### src/rtl/spi_dec_pkg.sv
package spi_dec_pkg;
  localparam int BYTE_W = 8;

  typedef enum logic [1:0] {
    PWR_ACTIVE  = 2'd0,
    PWR_STANDBY = 2'd1,
    PWR_SLEEP   = 2'd2,
    PWR_DOWN    = 2'd3
  } pwr_t;

  typedef enum logic [1:0] {
    KIND_READ  = 2'b00,
    KIND_CMD   = 2'b01,
    KIND_WRITE = 2'b10,
    KIND_RSVD  = 2'b11
  } kind_t;
endpackage

### src/rtl/spi_byte_rx.sv
module spi_byte_rx
  import spi_dec_pkg::*;
(
  input  logic              clk,
  input  logic              rst_n,
  input  logic              sck,
  input  logic              cs_n,
  input  logic              mosi,
  output logic              frame_idle,
  output logic              byte_vld,
  output logic [BYTE_W-1:0] byte_data
);
  localparam int CNT_W = $clog2(BYTE_W);

  logic              sck_q, sck_p, cs_q, mosi_q;
  logic [CNT_W-1:0]  bit_cnt, bit_cnt_n;
  logic [BYTE_W-2:0] shreg, shreg_n;
  logic              vld_n;
  logic [BYTE_W-1:0] data_n;
  logic              sck_rise;

  assign sck_rise   = sck_q & ~sck_p & ~cs_q;
  assign frame_idle = cs_q;

  always_comb begin
    bit_cnt_n = bit_cnt;
    shreg_n   = shreg;
    vld_n     = 1'b0;
    data_n    = byte_data;
    if (cs_q) begin
      bit_cnt_n = '0;
    end else if (sck_rise) begin
      shreg_n   = {shreg[BYTE_W-3:0], mosi_q};
      bit_cnt_n = bit_cnt + 1'b1;
      if (bit_cnt == CNT_W'(BYTE_W - 1)) begin
        vld_n  = 1'b1;
        data_n = {shreg, mosi_q};
      end
    end
  end

  always_ff @(posedge clk or negedge rst_n) begin
    if (!rst_n) begin
      sck_q     <= 1'b0;
      sck_p     <= 1'b0;
      cs_q      <= 1'b1;
      mosi_q    <= 1'b0;
      bit_cnt   <= '0;
      shreg     <= '0;
      byte_vld  <= 1'b0;
      byte_data <= '0;
    end else begin
      sck_q     <= sck;
      sck_p     <= sck_q;
      cs_q      <= cs_n;
      mosi_q    <= mosi;
      bit_cnt   <= bit_cnt_n;
      shreg     <= shreg_n;
      byte_vld  <= vld_n;
      if (vld_n) byte_data <= data_n;
    end
  end

  // A byte takes many clocks, so completions are never back to back (feeds R2, R4).
  assert_byte_spacing_R2: assert property (@(posedge clk) disable iff (!rst_n)
    byte_vld |=> !byte_vld);
endmodule

### src/rtl/spi_frame_ctl.sv
module spi_frame_ctl
  import spi_dec_pkg::*;
#(
  parameter int              ADDR_W   = 22,
  parameter int              CODE_W   = 6,
  parameter logic [CODE_W-1:0] RST_CODE = 6'h28
) (
  input  logic              clk,
  input  logic              rst_n,
  input  logic              frame_idle,
  input  logic              byte_vld,
  input  logic [BYTE_W-1:0] byte_data,
  input  logic [1:0]        lane_mode,
  output logic [ADDR_W-1:0] wr_addr,
  output logic [BYTE_W-1:0] wr_data,
  output logic              wr_strobe,
  output logic [CODE_W-1:0] cmd_code,
  output logic [BYTE_W-1:0] cmd_param,
  output logic              cmd_valid
);
  localparam int HI_W = ADDR_W - 2 * BYTE_W;

  logic [1:0]        idx, idx_n;
  logic [BYTE_W-1:0] hdr0, hdr0_n, hdr1, hdr1_n;
  logic [ADDR_W-1:0] addr, addr_n;
  logic              wr_stb_n, cmd_vld_n;
  logic [ADDR_W-1:0] wr_addr_n;
  logic [BYTE_W-1:0] wr_data_n, cmd_param_n;
  logic [CODE_W-1:0] cmd_code_n;
  kind_t             kind;
  logic              single_lane;

  assign kind        = kind_t'(hdr0[BYTE_W-1:BYTE_W-2]);
  assign single_lane = (lane_mode == 2'b00);

  always_comb begin
    idx_n       = idx;
    hdr0_n      = hdr0;
    hdr1_n      = hdr1;
    addr_n      = addr;
    wr_stb_n    = 1'b0;
    wr_addr_n   = wr_addr;
    wr_data_n   = wr_data;
    cmd_vld_n   = 1'b0;
    cmd_code_n  = cmd_code;
    cmd_param_n = cmd_param;
    if (frame_idle) begin
      idx_n = 2'd0;
    end else if (byte_vld) begin
      case (idx)
        2'd0: begin
          hdr0_n = byte_data;
          idx_n  = 2'd1;
        end
        2'd1: begin
          hdr1_n = byte_data;
          idx_n  = 2'd2;
        end
        2'd2: begin
          idx_n = 2'd3;
          if (kind == KIND_WRITE) begin
            addr_n = {hdr0[HI_W-1:0], hdr1, byte_data};
          end else if (kind == KIND_CMD && byte_data == '0 &&
                       (single_lane || hdr0[CODE_W-1:0] == RST_CODE)) begin
            cmd_vld_n   = 1'b1;
            cmd_code_n  = hdr0[CODE_W-1:0];
            cmd_param_n = hdr1;
          end else if (kind == KIND_READ && hdr0 == '0 && hdr1 == '0 &&
                       byte_data == '0 && single_lane) begin
            cmd_vld_n   = 1'b1;
            cmd_code_n  = '0;
            cmd_param_n = '0;
          end
        end
        default: begin
          if (kind == KIND_WRITE) begin
            wr_stb_n  = 1'b1;
            wr_addr_n = addr;
            wr_data_n = byte_data;
            addr_n    = addr + 1'b1;
          end
        end
      endcase
    end
  end

  always_ff @(posedge clk or negedge rst_n) begin
    if (!rst_n) begin
      idx       <= 2'd0;
      hdr0      <= '0;
      hdr1      <= '0;
      addr      <= '0;
      wr_strobe <= 1'b0;
      wr_addr   <= '0;
      wr_data   <= '0;
      cmd_valid <= 1'b0;
      cmd_code  <= '0;
      cmd_param <= '0;
    end else begin
      idx       <= idx_n;
      hdr0      <= hdr0_n;
      hdr1      <= hdr1_n;
      addr      <= addr_n;
      wr_strobe <= wr_stb_n;
      wr_addr   <= wr_addr_n;
      wr_data   <= wr_data_n;
      cmd_valid <= cmd_vld_n;
      cmd_code  <= cmd_code_n;
      cmd_param <= cmd_param_n;
    end
  end

  // Next burst location sits one above the address just written, modulo 2^ADDR_W.
  assert_addr_step_R3: assert property (@(posedge clk) disable iff (!rst_n)
    wr_strobe |-> addr == wr_addr + 1'b1);

  // In a multi-lane mode only system reset reaches the command port.
  assert_lane_gate_R6: assert property (@(posedge clk) disable iff (!rst_n)
    cmd_valid |-> ($past(lane_mode) == 2'b00 || cmd_code == RST_CODE));

  // A write pulse and a command pulse never coincide.
  assert_port_excl_R4: assert property (@(posedge clk) disable iff (!rst_n)
    !(wr_strobe && cmd_valid));
endmodule

### src/rtl/spi_pwr_ctl.sv
module spi_pwr_ctl
  import spi_dec_pkg::*;
#(
  parameter int                CODE_W     = 6,
  parameter logic [CODE_W-1:0] STBY_CODE  = 6'h01,
  parameter logic [CODE_W-1:0] SLEEP_CODE = 6'h02,
  parameter logic [CODE_W-1:0] PDN_CODE   = 6'h10,
  parameter logic [CODE_W-1:0] RST_CODE   = 6'h28
) (
  input  logic              clk,
  input  logic              rst_n,
  input  logic              cmd_valid,
  input  logic [CODE_W-1:0] cmd_code,
  output logic [1:0]        pwr_state,
  output logic              core_clk_en
);
  pwr_t state, state_n;

  always_comb begin
    state_n = state;
    if (cmd_valid) begin
      if (cmd_code == '0 || cmd_code == RST_CODE) state_n = PWR_ACTIVE;
      else if (cmd_code == STBY_CODE)             state_n = PWR_STANDBY;
      else if (cmd_code == SLEEP_CODE)            state_n = PWR_SLEEP;
      else if (cmd_code == PDN_CODE)              state_n = PWR_DOWN;
    end
  end

  always_ff @(posedge clk or negedge rst_n) begin
    if (!rst_n) begin
      state       <= PWR_ACTIVE;
      core_clk_en <= 1'b1;
    end else if (cmd_valid) begin
      state       <= state_n;
      core_clk_en <= (state_n == PWR_ACTIVE);
    end
  end

  assign pwr_state = state;

  assert_hold_R9: assert property (@(posedge clk) disable iff (!rst_n)
    !cmd_valid |=> $stable(pwr_state));

  assert_standby_R8: assert property (@(posedge clk) disable iff (!rst_n)
    (cmd_valid && cmd_code == STBY_CODE) |=> pwr_state == PWR_STANDBY);

  assert_clk_gate_R10: assert property (@(posedge clk) disable iff (!rst_n)
    core_clk_en == (pwr_state == PWR_ACTIVE));
endmodule

### src/rtl/spi_host_decoder.sv
module spi_host_decoder
  import spi_dec_pkg::*;
#(
  parameter int                ADDR_W     = 22,
  parameter int                CODE_W     = 6,
  parameter logic [CODE_W-1:0] STBY_CODE  = 6'h01,
  parameter logic [CODE_W-1:0] SLEEP_CODE = 6'h02,
  parameter logic [CODE_W-1:0] PDN_CODE   = 6'h10,
  parameter logic [CODE_W-1:0] RST_CODE   = 6'h28
) (
  input  logic              clk,
  input  logic              rst_n,
  input  logic              spi_sck,
  input  logic              spi_cs_n,
  input  logic              spi_mosi,
  input  logic [1:0]        lane_mode,
  output logic [ADDR_W-1:0] wr_addr,
  output logic [7:0]        wr_data,
  output logic              wr_strobe,
  output logic [CODE_W-1:0] cmd_code,
  output logic [7:0]        cmd_param,
  output logic              cmd_valid,
  output logic [1:0]        pwr_state,
  output logic              core_clk_en
);
  logic              frame_idle, byte_vld;
  logic [BYTE_W-1:0] byte_data;

  spi_byte_rx u_rx (
    .clk(clk), .rst_n(rst_n), .sck(spi_sck), .cs_n(spi_cs_n), .mosi(spi_mosi),
    .frame_idle(frame_idle), .byte_vld(byte_vld), .byte_data(byte_data)
  );

  spi_frame_ctl #(.ADDR_W(ADDR_W), .CODE_W(CODE_W), .RST_CODE(RST_CODE)) u_frame (
    .clk(clk), .rst_n(rst_n), .frame_idle(frame_idle), .byte_vld(byte_vld),
    .byte_data(byte_data), .lane_mode(lane_mode),
    .wr_addr(wr_addr), .wr_data(wr_data), .wr_strobe(wr_strobe),
    .cmd_code(cmd_code), .cmd_param(cmd_param), .cmd_valid(cmd_valid)
  );

  spi_pwr_ctl #(.CODE_W(CODE_W), .STBY_CODE(STBY_CODE), .SLEEP_CODE(SLEEP_CODE),
                .PDN_CODE(PDN_CODE), .RST_CODE(RST_CODE)) u_pwr (
    .clk(clk), .rst_n(rst_n), .cmd_valid(cmd_valid), .cmd_code(cmd_code),
    .pwr_state(pwr_state), .core_clk_en(core_clk_en)
  );
endmodule

### config.mk
export PLATFORM = sky130hd
export DESIGN_NAME = spi_host_decoder
export DESIGN_NICKNAME = d
export VERILOG_FILES = /design/src/rtl/spi_dec_pkg.sv /design/src/rtl/spi_byte_rx.sv /design/src/rtl/spi_frame_ctl.sv /design/src/rtl/spi_pwr_ctl.sv /design/src/rtl/spi_host_decoder.sv
export SDC_FILE = /design/constraint.sdc
export NUM_CORES = 1
export LEC_CHECK = 0
export BUFFER_PORTS_ARGS = -buffer_cell sky130_fd_sc_hd__buf_2
export CORE_ASPECT_RATIO = 1.2
export CORE_MARGIN = 2
export CORE_UTILIZATION = 55
export DETAILED_ROUTE_END_ITERATION = 6
export PLACE_DENSITY = 0.74
export SLEW_MARGIN = 10
export SYNTH_ARGS = -nofsm -noshare
export SYNTH_HDL_FRONTEND = slang
export SYNTH_SLANG_ARGS = --single-unit
### constraint.sdc
create_clock -name clk -period 4.35 [get_ports clk]
set_input_delay 1.0875 -clock clk [delete_from_list [all_inputs] [get_ports clk]]
set_output_delay 1.0875 -clock clk [all_outputs]
set_load 0.02 [all_outputs]
# Word level (Yosys, flattened, before mapping)
# Index checks and enable logic that the tools add are counted.
# word_totals
regBits,112
output_inout_bits,49
inputBits,7
word_cells,99
# op_classes
n_eq_ne,10
addsub,2
reduce_logical,30
mux,30
n_bitwise,7
# op_table
operator,n
$mux W22,2
$pmux W22 S2,1
$logic_not A8 Y1,3
$add A22 B1 Y22 const B,1
$mux W8,2
$mux W2,7
$mux W1,13
$eq A6 B6 Y1 const B,2
$mux W6,2
$reduce_and A4 Y1,3
$logic_not A2 Y1,4
$eq A6 B1 Y1 const B,1
$eq A6 B2 Y1 const B,1
$eq A6 B5 Y1 const B,1
$logic_and A1 B1 Y1,6
$logic_not A6 Y1,1
$mux W3,2
$pmux W2 S3,1
$reduce_and A3 Y1,2
$reduce_bool A2 Y1,3
$not A1 Y1,5
$reduce_and A5 Y1,1
$eq A2 B1 Y1 const B,2
$eq A2 B2 Y1 const B,2
8 further kinds,11

# Depth between registers and ports, before layout
# depth
ltp_word,11
ltp_mapped,8
mapped_depth_nobuf,6

# Hierarchy
# Synthesis repeated with hierarchy kept, for this count alone.
# hier_totals
cells_unflattened,492
hier_area_um2,5091.1
# modules_own_cells
mod,seq_area_each_um2,cells_each,n_inst,area_each_um2
spi_frame_ctl,2152.1,419,1,4006.3
spi_byte_rx,576.8,51,1,865.8
spi_pwr_ctl,76.3,22,1,219.0

# Worst setup path before layout
# Ideal clock, no wire load.
# synth_path
kind,input-to-reg
start,input lane_mode[1]
end,register u_frame.cmd_code[5]
setup_ns,0.121
n_path_buf,1
t_required_ns,4.229
cell_stages,5
setup_slack_ns,2.186
arrival_time_ns,2.043
path_cell_list,nor3b_2 > a31o_2 > o221ai_2 > clkbuf_1 > a22o_1
# synth_via
elab_chain_len,5
elab_cells_between_ends,7
classes_between,1 x mux; 6 x reduce/logical
# synth_lines
item,line_no,rtl
start: declaration,spi_host_decoder.sv:16,"input logic [1:0] lane_mode,"
$logic_not A2 Y1 (*),spi_frame_ctl.sv:34,assign single_lane = (lane_mode == 2'b00);
$logic_or A1 B1 Y1,spi_frame_ctl.sv:64,(single_lane || hdr0[CODE_W-1:0] == RST_CODE)) begin
$logic_and A1 B1 Y1,spi_frame_ctl.sv:63,end else if (kind == KIND_CMD && byte_data == '0 &&
$reduce_bool A2 Y1 (no line),-,
$reduce_and A5 Y1 (no line),-,
end signal: assignment,spi_frame_ctl.sv:108,cmd_code <= cmd_code_n;
end: declaration,spi_frame_ctl.sv:17,"output logic [CODE_W-1:0] cmd_code,"
# Mark *: on every way between the ends. The rest lies on a longest branch, timed or not.
# A chain may end at the register's enable or synchronous reset.

# Final worst setup path
# layout_path
start,register u_frame.idx[0]
end,register u_frame.addr[16]
# layout_via
elab_chain_len,4
elab_cells_between_ends,7
classes_between,2 x eq/ne; 1 x mux; 1 x bitwise; 3 x reduce/logical
# layout_lines
item,line_no,rtl
start: declaration,spi_frame_ctl.sv:23,"logic [1:0] idx, idx_n;"
start signal: assignment,spi_frame_ctl.sv:100,idx <= idx_n;
$eq A2 B1 Y1 or $logic_not A2 Y1 (tied branches),spi_frame_ctl.sv:50,case (idx)
$reduce_or A2 Y1 (no line),-,
$not A1 Y1 (no line),-,
$reduce_and A4 Y1 (no line),-,
end signal: assignment,spi_frame_ctl.sv:103,addr <= addr_n;
end: declaration,spi_frame_ctl.sv:25,"logic [ADDR_W-1:0] addr, addr_n;"
# Parallel ways exist; a longest one is shown, timed or not.

==> flow_summary.yaml <==
status:
  status: "completed"
synth:
  synthArstFlopShare_pct: 100
  ys_seq_area_share_pct: 55.9
  yosysUniqueCellTypes: 57
  avgSynthCellArea_um2: 12.2
  synth_top_cell_area_share_pct: 54.8
  ys.flop_type: "dfrtp_1"
  synth_top_area_cell: "dfrtp_1"
  ys_seq_elements: 112
  synthCells: 412
  syn-num-nets: 426
  synth-warning-count: 0
  synth_edf_count: 0
  synth.area.top_cells: "dfrtp_1 55%, mux2_2 12%, a22o_1 3.0%"
  synthesis.area_mm2: 0.00502
layout:
  area_growth_pct: 10.5
  layout.nets: 473
  final_util_pct: 62.0
  num_antenna_cells: 0
  drive_above_1_share_pct: 29.5
  nFillCells: 771
  layout_commonest_cell: "dfrtp_1"
  mostFrequentLayoutCells: "110 x dfrtp_1, 54 x buf_2, 53 x mux2_2, 18 x nand2_1"
route:
  detail_route.wl_per_cell_um: 18.2
  postRouteAntennaNets: 0
  drc_errors: 0
  drt-initial-drc-count: 305
  firstDrtPassIters: 5
  wl_um: 10600
  vias_per_cell: 5.92
  vias: 3456
place:
  pre_cts_slack_ns: 1.98
  numPortBuffers: 55
  gp_congestion: 0.918
  dp_hpwl_um: 7180
sta:
  worst_pin_slew_ns: 1.09
  max_freq_ghz: 0.409
  fin_ws_ns: 1.91
  finalClockSkew_ns: 0.0127
  rsz0062_at_grt: "false"
  min_period_ns: 2.44
  slew_viol_final: 0
  fin_tns_setup_ns: 0
  slew_headroom_pct: 27.4
  post-route-period-util_pct: 56.2
  setup_violations: 0
  hold_viol_final: 0
power_and_ir_drop:
  swShare_pct: 22.4
  p_seq_share_pct: 62.0
  ir_drop_mv: 0.236
  power_density_mw_per_mm2: 317
  switchingPower_uw: 395
  p_leak_uw: 0.00276
  p_comb_share_pct: 3.2
  pwr-share-clk_pct: 34.9
  intPower_uw: 1370
worst_setup_path:
  cpMaxStageDelayCell: "and2_1"
  r2r_end: "u_frame.addr[16]"
  required_ns: 4.62
  rr_worst_depth: 6
  crit_path_end_kind: "flop"
  rr_startpoint: "u_frame.idx[0]"
  worst-r2r-setup-slack_ns: 1.91
  cp_data_arrival_time_ns: 2.71
  cp_max_fo: 29
  critical_path_buf_inv_count: 1
  crit_type: "flop to flop"
  slowest_delay_ns: 0.80
  worstPathCellList: "inv_1, ha_1, nor2_1, and2_1, a21oi_1, a211oi_1"
  crit_family: "simple AND/OR/NAND/NOR gates"
  startpoint_type: "flop"
die:
  die_h_um: 109
  initial_core_util_pct: 56.2
  pin_count: 56
  fp.dieArea_mm2: 0.00991
  fp.dieW_um: 91.2
  row_count: 38
  core_mm2: 0.00894
clock_network:
  clkTransAtPathRegs_ns: 0.10
  htree_levels: 3
  cts.path.max_buffers: 2
  ctsRootBufferMaster: "clkbuf_8"
  cts_buffers: 9
  cts_sinks: 112
  cts_tree: "built"
  worstSkewPairLatency_ns: 0.37
  cts_setup_buffers: 0
  ctsResizeCount: 0
  hold_buffers: 0
global_route:
  antenna_found_initial: 0
  grt_pass1_vias: 3421
  grt_usage_pct: 22.9
  grt_max_degree: 89
  grt_pass1_wl_um: 17600
  grt-ovfl-total: 0
min_path:
  min_path_type: "flop to flop"
  whs_endpoint: "u_rx.sck_p"
  min_from: "u_rx.sck_q"
  hold-path-cell-count: 0
flow_run:
  max-cap-violations: 0
-- worst reg2reg max path: stages (launching register included) --
cell	delay (ns)
dfrtp_1	0.42
inv_1	0.08
ha_1	0.24
nor2_1	0.31
and2_1	0.80
a21oi_1	0.17
a211oi_1	0.32
-- power by group through the flow --
stage | sequential (uW) | clock [uW] | combinational (uW)
floorplan | 1100 | 0 | 31.8
global placement | 1110 | 0 | 54.7
detailed placement | 1110 | 0 | 57.3
CTS | 1090 | 634 | 57.5
global route | 1100 | 679 | 63.1
finish | 1090 | 614 | 55.6
-- per-layer routing --
metal / track usage (%) / routed length, um
met5: 0 / 0
met4: 10.1 / 282
met3: 4.15 / 488
met2: 36.6 / 5060
met1: 31.0 / 4790
-- cell usage after synthesis, drive strengths merged (2+ instances only) --
| library cell | n |
|---|---|
| nand4 | 9 |
| a22o | 17 |
| dfrtp | 110 |
| nor3 | 4 |
| a31oi | 5 |
| o22ai | 3 |
| mux2i | 3 |
| a211oi | 3 |
| buf | 14 |
| o31ai | 3 |
| and2 | 3 |
| inv | 8 |
| xor2 | 4 |
| o311ai | 3 |
| ha | 7 |
| a21oi | 17 |
| dfstp | 2 |
| and4 | 8 |
| nor3b | 7 |
| a31o | 2 |
| and3 | 4 |
| clkbuf | 8 |
| o311a | 2 |
| nor4 | 12 |
| mux2 | 59 |
| nand3 | 14 |
| nand2 | 19 |
| nor2 | 17 |
| o21ai | 22 |
| nor2b | 3 |
| a21o | 2 |
-- final cells by class --
class	count	area (um^2)	area share, %
sequential	112	2810	50.6
multi-input combinational	269	2060	37.2
timing repair buffer	58	300	5.42
tap	120	150	2.71
clock buffer	10	128	2.30
clock inverter	6	67.6	1.22
inverter	9	33.8	0.609
-- registers in the layout, indices dropped and copies added, names as in the netlist, 2 cells and up --
name,count
u_frame.idx,2
u_pwr.pwr_state,2
u_frame.cmd_code,6
u_rx.shreg,7
u_frame.wr_data,8
u_frame.hdr1,8
u_frame.addr,22
u_frame.hdr0,8
u_rx.byte_data,8
u_frame.wr_addr,22
u_frame.cmd_param,8
u_rx.bit_cnt,3
-- metrics by stage --
stage | std cells | hold slack (ns) | total power, uW | cell area, um^2
after floorplan | 412 | 0.355 | 1140 | 5020
after global placement | 568 | 0.361 | 1160 | 5350
after detailed placement | 568 | 0.366 | 1170 | 5350
after CTS | 584 | 0.388 | 1780 | 5550
after global routing | 584 | 0.401 | 1840 | 5550
final | 584 | 0.387 | 1760 | 5550
-- logic make-up (layout without fill, tap and decap cells) --
kind of cell	count (synthesis)	count (layout)	share of synthesized area, %
mux	62	62	13.8
flops	112	112	55.9
compound gates	89	89	12.2
xor+xnor	4	4	0.698
fa+ha+maj	7	7	1.74
buf+inv	31	83	3.07
simple gates	107	107	12.6
-- worst max path at each step --
stage,to,startpoint,depth (start not counted)
final,u_frame.addr[16],u_frame.idx[0],6
after global routing,u_frame.addr[13],u_frame.idx[0],6
after detailed placement,u_frame.addr[4],u_frame.idx[0],6
after floorplan,u_frame.cmd_code[5],lane_mode[1],5
after CTS,u_frame.addr[4],u_frame.idx[0],6
after global placement,u_frame.cmd_param[5],lane_mode[1],5
Power figures use the tool's default switching activity.
